$ cat src/rtl/sir_pkg.sv
package sir_pkg;
  localparam int BIT_TICKS    = 16;
  localparam int PULSE_TICKS  = 3;
  localparam int LP_PERIODS   = 3;
  localparam int MAX_PULSE    = (PULSE_TICKS > LP_PERIODS) ? PULSE_TICKS : LP_PERIODS;
  localparam int PCNT_W       = $clog2(MAX_PULSE + 1);

  typedef enum logic [1:0] {
    QUAL_IDLE,
    QUAL_WAIT
  } qual_state_t;
endpackage

$ cat src/rtl/sir_lp_divider.sv
module sir_lp_divider #(
  parameter int DIV_W = 8
) (
  input  logic             clk,
  input  logic             rst,
  input  logic             restart,
  input  logic [DIV_W-1:0] div,
  output logic             tick
);
  logic [DIV_W-1:0] cnt;
  logic             at_end;

  assign at_end = (cnt == div - DIV_W'(1));
  assign tick   = (div != '0) && at_end;

  always_ff @(posedge clk) begin
    if (rst || restart || div == '0) begin
      cnt <= '0;
    end else if (at_end) begin
      cnt <= '0;
    end else begin
      cnt <= cnt + DIV_W'(1);
    end
  end
endmodule

$ cat src/rtl/sir_encoder.sv
module sir_encoder
  import sir_pkg::*;
#(
  parameter int DIV_W     = 8,
  parameter int BIT_TCKS  = BIT_TICKS,
  parameter int PULSE_TKS = PULSE_TICKS,
  parameter int LP_PERS   = LP_PERIODS
) (
  input  logic             clk,
  input  logic             rst,
  input  logic             active,
  input  logic             baud_tick,
  input  logic             tx_bit,
  input  logic             lp_mode,
  input  logic [DIV_W-1:0] lp_div,
  input  logic             lp_tick,
  output logic             sir_out,
  output logic             lp_restart
);
  localparam int PHASE_W = $clog2(BIT_TCKS);

  logic [PHASE_W-1:0] phase;
  logic [PCNT_W-1:0]  pcnt;
  logic               pulse_lp;
  logic               bit_start;
  logic               start;
  logic               step;
  logic               last_step;

  assign bit_start  = active && baud_tick && (phase == '0);
  assign start      = bit_start && !tx_bit && (!lp_mode || lp_div != '0);
  assign lp_restart = start && lp_mode;
  assign step       = pulse_lp ? lp_tick : baud_tick;
  assign last_step  = pulse_lp ? (pcnt == PCNT_W'(LP_PERS - 1))
                               : (pcnt == PCNT_W'(PULSE_TKS - 1));

  always_ff @(posedge clk) begin
    if (rst || !active) begin
      phase <= '0;
    end else if (baud_tick) begin
      phase <= (phase == PHASE_W'(BIT_TCKS - 1)) ? '0 : phase + PHASE_W'(1);
    end
  end

  always_ff @(posedge clk) begin
    if (rst || !active) begin
      sir_out  <= 1'b0;
      pcnt     <= '0;
      pulse_lp <= 1'b0;
    end else if (start) begin
      sir_out  <= 1'b1;
      pcnt     <= '0;
      pulse_lp <= lp_mode;
    end else if (sir_out && step) begin
      if (last_step) begin
        sir_out <= 1'b0;
      end else begin
        pcnt <= pcnt + PCNT_W'(1);
      end
    end
  end
endmodule

$ cat src/rtl/sir_decoder.sv
module sir_decoder
  import sir_pkg::*;
#(
  parameter int DIV_W       = 8,
  parameter int SYNC_STAGES = 2,
  parameter int BIT_TCKS    = BIT_TICKS,
  parameter int LP_PERS     = LP_PERIODS
) (
  input  logic             clk,
  input  logic             rst,
  input  logic             active,
  input  logic             baud_tick,
  input  logic             sir_in,
  input  logic             lp_mode,
  input  logic [DIV_W-1:0] lp_div,
  input  logic             lp_tick,
  output logic             rx_bit,
  output logic             lp_restart
);
  localparam int HOLD_W = $clog2(BIT_TCKS);

  logic [SYNC_STAGES-1:0] sync;
  logic                   seen;
  logic                   prev;
  logic                   rise;
  qual_state_t            qstate;
  logic [PCNT_W-1:0]      qcnt;
  logic                   accept;
  logic [HOLD_W-1:0]      hold;

  assign seen = sync[SYNC_STAGES-1];
  assign rise = active && seen && !prev;
  assign lp_restart = rise && lp_mode && (lp_div != '0);

  always_ff @(posedge clk) begin
    if (rst || !active) begin
      sync <= '0;
      prev <= 1'b0;
    end else begin
      sync <= {sync[SYNC_STAGES-2:0], sir_in};
      prev <= seen;
    end
  end

  always_comb begin
    accept = 1'b0;
    if (rise && !lp_mode) begin
      accept = 1'b1;
    end else if (qstate == QUAL_WAIT && seen && lp_tick &&
                 qcnt == PCNT_W'(LP_PERS - 1)) begin
      accept = 1'b1;
    end
  end

  always_ff @(posedge clk) begin
    if (rst || !active) begin
      qstate <= QUAL_IDLE;
      qcnt   <= '0;
    end else if (lp_restart) begin
      qstate <= QUAL_WAIT;
      qcnt   <= '0;
    end else if (qstate == QUAL_WAIT) begin
      if (!seen || accept || !lp_mode) begin
        qstate <= QUAL_IDLE;
      end else if (lp_tick) begin
        qcnt <= qcnt + PCNT_W'(1);
      end
    end
  end

  always_ff @(posedge clk) begin
    if (rst || !active) begin
      rx_bit <= 1'b1;
      hold   <= '0;
    end else if (accept) begin
      rx_bit <= 1'b0;
      hold   <= '0;
    end else if (!rx_bit && baud_tick) begin
      if (hold == HOLD_W'(BIT_TCKS - 1)) begin
        rx_bit <= 1'b1;
      end else begin
        hold <= hold + HOLD_W'(1);
      end
    end
  end
endmodule

$ cat src/rtl/sir_endec.sv
module sir_endec #(
  parameter int DIV_W       = 8,
  parameter int SYNC_STAGES = 2
) (
  input  logic             clk,
  input  logic             rst,
  input  logic             baud_tick,
  input  logic             uart_en,
  input  logic             sir_en,
  input  logic             lp_mode,
  input  logic [DIV_W-1:0] lp_div,
  input  logic             tx_bit,
  input  logic             sir_in,
  output logic             sir_out,
  output logic             rx_bit
);
  logic active;
  logic tx_restart, tx_lp_tick;
  logic rx_restart, rx_lp_tick;

  assign active = uart_en && sir_en;

  sir_lp_divider #(.DIV_W(DIV_W)) u_tx_div (
    .clk(clk), .rst(rst), .restart(tx_restart), .div(lp_div), .tick(tx_lp_tick)
  );

  sir_lp_divider #(.DIV_W(DIV_W)) u_rx_div (
    .clk(clk), .rst(rst), .restart(rx_restart), .div(lp_div), .tick(rx_lp_tick)
  );

  sir_encoder #(.DIV_W(DIV_W)) u_enc (
    .clk(clk), .rst(rst), .active(active), .baud_tick(baud_tick),
    .tx_bit(tx_bit), .lp_mode(lp_mode), .lp_div(lp_div),
    .lp_tick(tx_lp_tick), .sir_out(sir_out), .lp_restart(tx_restart)
  );

  sir_decoder #(.DIV_W(DIV_W), .SYNC_STAGES(SYNC_STAGES)) u_dec (
    .clk(clk), .rst(rst), .active(active), .baud_tick(baud_tick),
    .sir_in(sir_in), .lp_mode(lp_mode), .lp_div(lp_div),
    .lp_tick(rx_lp_tick), .rx_bit(rx_bit), .lp_restart(rx_restart)
  );
endmodule

$ cat config.mk
export PLATFORM = sky130hd
export DESIGN_NAME = sir_endec
export DESIGN_NICKNAME = d
export VERILOG_FILES = /design/src/rtl/sir_pkg.sv /design/src/rtl/sir_lp_divider.sv /design/src/rtl/sir_encoder.sv /design/src/rtl/sir_decoder.sv /design/src/rtl/sir_endec.sv
export SDC_FILE = /design/constraint.sdc
export NUM_CORES = 1
export LEC_CHECK = 0
export BUFFER_PORTS_ARGS = -buffer_cell sky130_fd_sc_hd__buf_2
export CAP_MARGIN = 10
export CORE_UTILIZATION = 59
export CTS_BUF_LIST = sky130_fd_sc_hd__clkbuf_8 sky130_fd_sc_hd__clkbuf_16
export DETAILED_ROUTE_END_ITERATION = 6
export PLACE_DENSITY_LB_ADDON = 0.3
export REMOVE_ABC_BUFFERS = 1
export SLEW_MARGIN = 20
export SYNTH_ARGS = -nofsm -noshare
export SYNTH_HDL_FRONTEND = slang
export SYNTH_SLANG_ARGS = --single-unit
$ cat constraint.sdc
create_clock -name clk -period 2.2 [get_ports clk]
set_input_delay 0 -clock clk [delete_from_list [all_inputs] [get_ports clk]]
set_output_delay 0 -clock clk [all_outputs]
set_load 0.01 [all_outputs]
==> results of run 1 <==
==> synthesized netlist by cell type, types with 4 or more instances <==
library cell and instances:
clkbuf_1 4, nor3_1 13, and3_1 5, or2_2 4, inv_1 11, nor2_1 30, nand2_1 11, a21oi_1 7
dfxtp_1 35, nand3_1 10, nand4_1 4, ha_1 9, xor2_1 17, xnor2_1 19
==> sequential cells by signal, indices dropped and copies added, names as in the netlist <==
| register | cells |
|---|---|
| u_enc.sir_out | 1 |
| u_enc.pulse_lp | 1 |
| u_dec.prev | 1 |
| u_enc.phase | 4 |
| u_dec.hold | 4 |
| u_enc.pcnt | 2 |
| u_dec.qstate | 1 |
| u_tx_div.cnt | 8 |
| u_dec.qcnt | 2 |
| u_dec.rx_bit | 1 |
| u_rx_div.cnt | 8 |
| u_dec.sync | 2 |
==> timing repair <==
item | 4_1_cts | 5_1_grt
endpoints found under the setup margin | 0 | 0
hold buffers | 1 | 0
endpoints found under the hold margin | 1 | 0
==> cell families after synthesis <==
family,share of synthesized area [%]
xor+xnor,16.9
mux,2.62
flops,35.0
compound gates,10.5
simple gates,25.8
fa+ha+maj,5.62
buf+inv,3.62
==> path summary, 6_finish.rpt <==
kind	from	to	slack [ns]	cells after the start
max	u_tx_div.cnt[5]$_SDFF_PP0_	u_tx_div.cnt[3]$_SDFF_PP0_	0.28	6
min	baud_tick	u_enc.phase[1]$_SDFFE_PP0P_	0.06	3
max reg2reg	u_tx_div.cnt[5]$_SDFF_PP0_	u_tx_div.cnt[3]$_SDFF_PP0_	0.28	6
min reg2reg	u_dec.sync[0]$_SDFF_PP0_	u_dec.sync[1]$_SDFF_PP0_	0.44	1
==> final cells by class <==
type | count | area share (%)
Clock buffer | 5 | 3.12
Multi-Input combinational cell | 175 | 55.9
Sequential cell | 35 | 31.8
Inverter | 11 | 1.87
Clock inverter | 1 | 0.170
Tap cell | 44 | 2.50
Timing Repair Buffer | 19 | 4.66
==> tightest hold or removal path: stages <==
cell and delay (ns):
buf_2 0.15, mux2i_1 0.09, nor2_1 0.07
==> placed cells by master (no fill, tap or decap), types with 2 or more instances in the layout <==
cell,instances
a21o_1,2
a21oi_1,7
a31oi_1,3
and2_1,3
and3_1,5
buf_2,17
clkbuf_8,5
dfxtp_1,35
ha_1,9
inv_1,12
mux2_2,2
mux2i_1,3
nand2_1,11
nand2b_1,2
nand3_1,10
nand4_1,4
nor2_1,30
nor2b_1,3
nor3_1,13
nor3b_1,3
o21ai_0,2
or2_2,4
or4_1,2
xnor2_1,19
xor2_1,17
==> stage by stage <==
| stage | hold WS (ns) | instance area (µm²) | utilization [%] | power [µW] |
|---|---|---|---|---|
| 2_1_floorplan | 0.122 | 1970 | - | 767 |
| 3_3_place_gp | 0.203 | 2120 | 67.8 | 811 |
| 3_5_place_dp | 0.205 | 2120 | 67.8 | 814 |
| 4_1_cts | 0.0599 | 2200 | 70.4 | 1220 |
| 5_1_grt | 0.0730 | 2200 | 70.4 | 1270 |
| 6_report | 0.0619 | 2200 | 70.4 | 1210 |
==> per-layer routing <==
| metal | vias to the layer above | routed length [µm] |
|---|---|---|
| met2 | 13 | 1700 |
| met4 | 0 | 75 |
| li1 | 828 | - |
| met1 | 748 | 1800 |
| met3 | 10 | 99 |
| met5 | - | 0 |
==> power by group through the flow <==
stage / sequential [µW] / combinational (µW) / clock, µW
global route: 663 / 158 / 446
floorplan: 671 / 96.1 / 0
CTS: 661 / 141 / 423
detailed placement: 675 / 139 / 0
finish: 660 / 141 / 410
global placement: 674 / 136 / 0
==> impl_metrics.csv, run 1 <==
group,metric,value,unit
cells_and_area,seq_area,701,µm²
worst_setup_path,critPathKind,"reg2reg",
logic_synthesis,synth-seq-area-share,35.0,%
power_and_ir_drop,power.density,550,nW/µm²
power_and_ir_drop,max-vdd-ir-drop,0.386,mV
logic_synthesis,synth_top_cell_by_area,"dfxtp_1",
routing,via_per_inst,5.51,
worst_setup_path,arrival,2.14,ns
clock_network,clk_path_buf_depth,2,
clock_network,tritoncts_num_sinks,35,
worst_setup_path,cp-start-kind,"flip-flop",
worst_setup_path,critical_path.cell_chain,"or2_2, a211o_1, nand4_1, nor2_1, or4_1, nor2_1",
floorplan,die_w,60.3,µm
timing,setup_ws,0.278,ns
power_and_ir_drop,p_comb_share,11.6,%
worst_setup_path,crit_required,2.42,ns
cells_and_area,fillCellCount,257,
timing,worst_slew_pin_slew,0.739,ns
logic_synthesis,synth_ff_type,"dfxtp_1",
timing,skew,0.00591,ns
global_routing,grt_use_met2,38.0,%
timing,setup_viol,0,
floorplan,core.rowCount,20,
timing,period_share,87.4,%
placed_design,placed_cells,283,
logic_synthesis,synth_warnings,0,
timing,fin_crit,1.92,ns
cells_and_area,final_cells,290,
worst_setup_path,cpMaxStageDelayCell,"or4_1",
floorplan,start_util,64.1,%
placed_design,pre_cts_ws,0.136,ns
clock_network,cts_root_buf,"clkbuf_8",
cells_and_area,n_antenna_cell,0,
logic_synthesis,yosys_register_bits,35,
cells_and_area,syn_to_final_growth,9.92,%
placed_design,gp_congestion,0.832,
floorplan,core_area,3130,µm²
clock_network,cts_repair_resize_count,0,
logic_synthesis,synthTopCellsByArea,"dfxtp_1 (35%), xnor2_1 (8.3%), xor2_1 (7.4%)",
worst_setup_path,path_max_fanout,8,
timing,slew_headroom,50.4,%
timing,max_freq,520,MHz
logic_synthesis,ys_async_sr_fraction,0,%
routing,dr.pass1.iters,4,
min_path,hp-class,"in2reg",
routing,post_drt_wl_per_cell,12.7,µm
power_and_ir_drop,switching_power,294,µW
flow_run,maxCapViolCount,0,
global_routing,grt_pass1_vias,1530,
global_routing,gr-total-overflow,0,
global_routing,antenna_found_initial,0,
logic_synthesis,avgSynthCellArea,8.83,µm²
power_and_ir_drop,power.leakage,0.000861,µW
clock_network,htreeDepth,2,
routing,first_iter_violations,90,
timing,hold_violations,0,
clock_network,cts_tree,"built",
power_and_ir_drop,swShare,24.3,%
floorplan,die_area,3630,µm²
global_routing,grt_pass1_wl,6360,µm
status,outcome,"finished clean",
logic_synthesis,synth_area,2000,µm²
power_and_ir_drop,intPower,917,µW
global_routing,track_usage,23.8,%
floorplan,die_h,60.3,µm
routing,wirelength,3670,µm
power_and_ir_drop,p_seq_share,54.5,%
logic_synthesis,ys_types,47,
worst_setup_path,crit_family,"simple AND/OR/NAND/NOR gates",
worst_setup_path,crit_top_cell,"nor2_1",
global_routing,grt.busiest_layer,"met2",
clock_network,post-cts-setup-buffers,0,
worst_setup_path,critPathMaxStageDelay,0.57,ns
logic_synthesis,synth_edf_count,0,
cells_and_area,num-nets-final,272,
clock_network,numCtsBuffers,5,
logic_synthesis,synth.top_cell.area_share,35.0,%
power_and_ir_drop,clkPwrFrac,33.8,%
placed_design,io_buffers,17,
timing,rsz0062_at_grt,"false",
cells_and_area,multiInputGateArea,1230,µm²
clock_network,clk_pin_slew_worst_paths,0.07,ns
logic_synthesis,syn_inst,227,
routing,vias,1599,
global_routing,grt_max_degree,14,
worst_setup_path,end_kind,"flip-flop",
routing,drc,0,
floorplan,io_pins,18,
cells_and_area,final_layout_size_suffix_gt1_share,15.0,%
timing,fin_setup_tns,0,ns
clock_network,clock_latency,0.29,ns
routing,ant_nets,0,
global_routing,use_met3,6.71,%
timing,slew_violations,0,
global_routing,met1_usage,28.7,%
placed_design,place_hpwl,2770,µm
worst_setup_path,crit_buf_inv,0,
Note: power is estimated with default switching activity, not from simulation.
==> inputs of run 2 (changes only) <==
CORE_UTILIZATION = 60   (was 59)
REMOVE_ABC_BUFFERS = default   (was 1)
clock period = 2.23 ns   (was 2.2 ns; I/O delays follow)
==> run 2 against run 1 <==
Compared with the run above:
- hold slack better by 0.0062 ns
- register-to-register slack about the same
- highest routed layer unchanged
- clock power about the same
- critical endpoint is now u_tx_div.cnt[5]$_SDFF_PP0_
- die area is 1.6% lower
- design area unchanged
- via count up 1.3%
- sequential cell count unchanged
- clock skew shrank 0.0029 ns
==> impl_metrics.csv, run 2 (synthesis gave the netlist of run 1 again) <==
group,metric,value,unit
cells_and_area,final_common_cell,"dfxtp_1",
min_path,hp-class,"in2reg",
logic_synthesis,syn_nets,252,
clock_network,cts_repair_resize_count,0,
routing,vias,1620,
global_routing,antenna_found_initial,0,
placed_design,io_buffers,17,
cells_and_area,layout_common_cells,"dfxtp_1 (35), nor2_1 (30), xnor2_1 (19), xor2_1 (17), buf_2 (17)",
cells_and_area,n_antenna_cell,0,
clock_network,tritoncts_num_sinks,35,
power_and_ir_drop,power.leakage,0.000861,µW
clock_network,clk_pin_slew_worst_paths,0.06,ns
placed_design,place_hpwl,2940,µm
power_and_ir_drop,max-vdd-ir-drop,0.442,mV
cells_and_area,syn_to_final_growth,9.92,%
clock_network,clk_path_buf_depth,2,
worst_setup_path,end_kind,"flip-flop",
global_routing,gr-total-overflow,0,
worst_setup_path,arrival,2.17,ns
timing,worst_slew_pin_slew,0.707,ns
clock_network,cts_tree,"built",
timing,fin_crit,1.95,ns
floorplan,die_h,59.8,µm
cells_and_area,final_layout_size_suffix_gt1_share,15.0,%
timing,slew_headroom,52.5,%
flow_run,maxCapViolCount,0,
status,outcome,"finished clean",
floorplan,core.rowCount,20,
cells_and_area,reg_top3,"u_rx_div.cnt: 8 flops, u_tx_div.cnt: 8 flops",
placed_design,gp_congestion,0.852,
clock_network,ctsHoldBuffers,1,
floorplan,io_pins,18,
floorplan,core_area,3100,µm²
routing,post_drt_wl_per_cell,13.3,µm
timing,slew_violations,0,
cells_and_area,post-route-util,71.0,%
routing,dr.pass1.iters,5,
global_routing,grt_pass1_wl,6530,µm
routing,via_per_inst,5.59,
timing,period_share,87.4,%
timing,rsz0062_at_grt,"false",
worst_setup_path,cp-start-kind,"flip-flop",
worst_setup_path,path_max_fanout,8,
routing,wirelength,3870,µm
routing,drc,0,
clock_network,numCtsBuffers,5,
worst_setup_path,critPathKind,"reg2reg",
timing,max_freq,513,MHz
worst_setup_path,crit_required,2.45,ns
timing,skew,0.00297,ns
clock_network,clock_latency,0.29,ns
timing,hold_violations,0,
floorplan,start_util,64.6,%
clock_network,post-cts-setup-buffers,0,
cells_and_area,num-nets-final,272,
global_routing,grt_pass1_vias,1504,
global_routing,track_usage,24.6,%
clock_network,cts_root_buf,"clkbuf_8",
routing,ant_nets,0,
timing,fin_setup_tns,0,ns
clock_network,htreeDepth,2,
global_routing,grt_max_degree,14,
timing,setup_viol,0,
cells_and_area,fillCellCount,256,
power_and_ir_drop,power.density,548,nW/µm²
floorplan,die_area,3580,µm²
floorplan,die_w,59.8,µm
routing,first_iter_violations,83,
-- run 2: where the power goes --
group / leakage [µW] / internal [µW] / switching, µW
Combinational: 0.000536 / 64.8 / 76.7
Sequential: 0.000283 / 637 / 14.4
Clock: 0.0000413 / 203 / 210
-- run 2: final timing paths --
kind	startpoint	to	slack [ns]	cells after the start
worst min-delay path	lp_mode	u_enc.pulse_lp$_SDFFE_PP0P_	0.07	2
worst min register to register	u_dec.sync[0]$_SDFF_PP0_	u_dec.sync[1]$_SDFF_PP0_	0.43	1
worst max-delay path	u_tx_div.cnt[5]$_SDFF_PP0_	u_tx_div.cnt[5]$_SDFF_PP0_	0.28	6
worst max register to register	u_tx_div.cnt[5]$_SDFF_PP0_	u_tx_div.cnt[5]$_SDFF_PP0_	0.28	6
-- run 2: stage by stage --
| step | total power [µW] | instances | setup WS (ns) | hold WS, ns | area [µm²] |
|---|---|---|---|---|---|
| finish | 1210 | 290 | 0.280 | 0.0682 | 2200 |
| global route | 1260 | 290 | 0.155 | 0.0804 | 2200 |
| CTS | 1210 | 290 | 0.289 | 0.0574 | 2200 |
| detailed placement | 804 | 283 | 0.152 | 0.207 | 2120 |
| global placement | 801 | 283 | 0.279 | 0.205 | 2120 |
| floorplan | 767 | 227 | 0.351 | 0.122 | 2000 |
-- run 2: final cells by class --
cell class	count	area (µm²)	area share, %
repair buffers	19	103	4.66
clock inverters	1	3.75	0.170
flip-flops and latches	35	701	31.8
multi-input cells	175	1230	55.9
well taps	44	55.1	2.50
clock buffers	5	68.8	3.12
inverters	11	41.3	1.87
-- run 2: critical path: stages (launching register included) --
cell and delay (ns):
dfxtp_1 0.37, or2_2 0.32, a211o_1 0.30, nand4_1 0.11
nor2_1 0.07, or4_1 0.56, nor2_1 0.15
-- run 2: routing by layer --
layer / track usage [%] / routed length (µm) / up-vias
met5: 0 / 0 / -
met2: 40.2 / 1750 / 43
met3: 6.49 / 175 / 6
met1: 31.6 / 1900 / 747
li1: - / - / 824
met4: 7.31 / 40 / 0
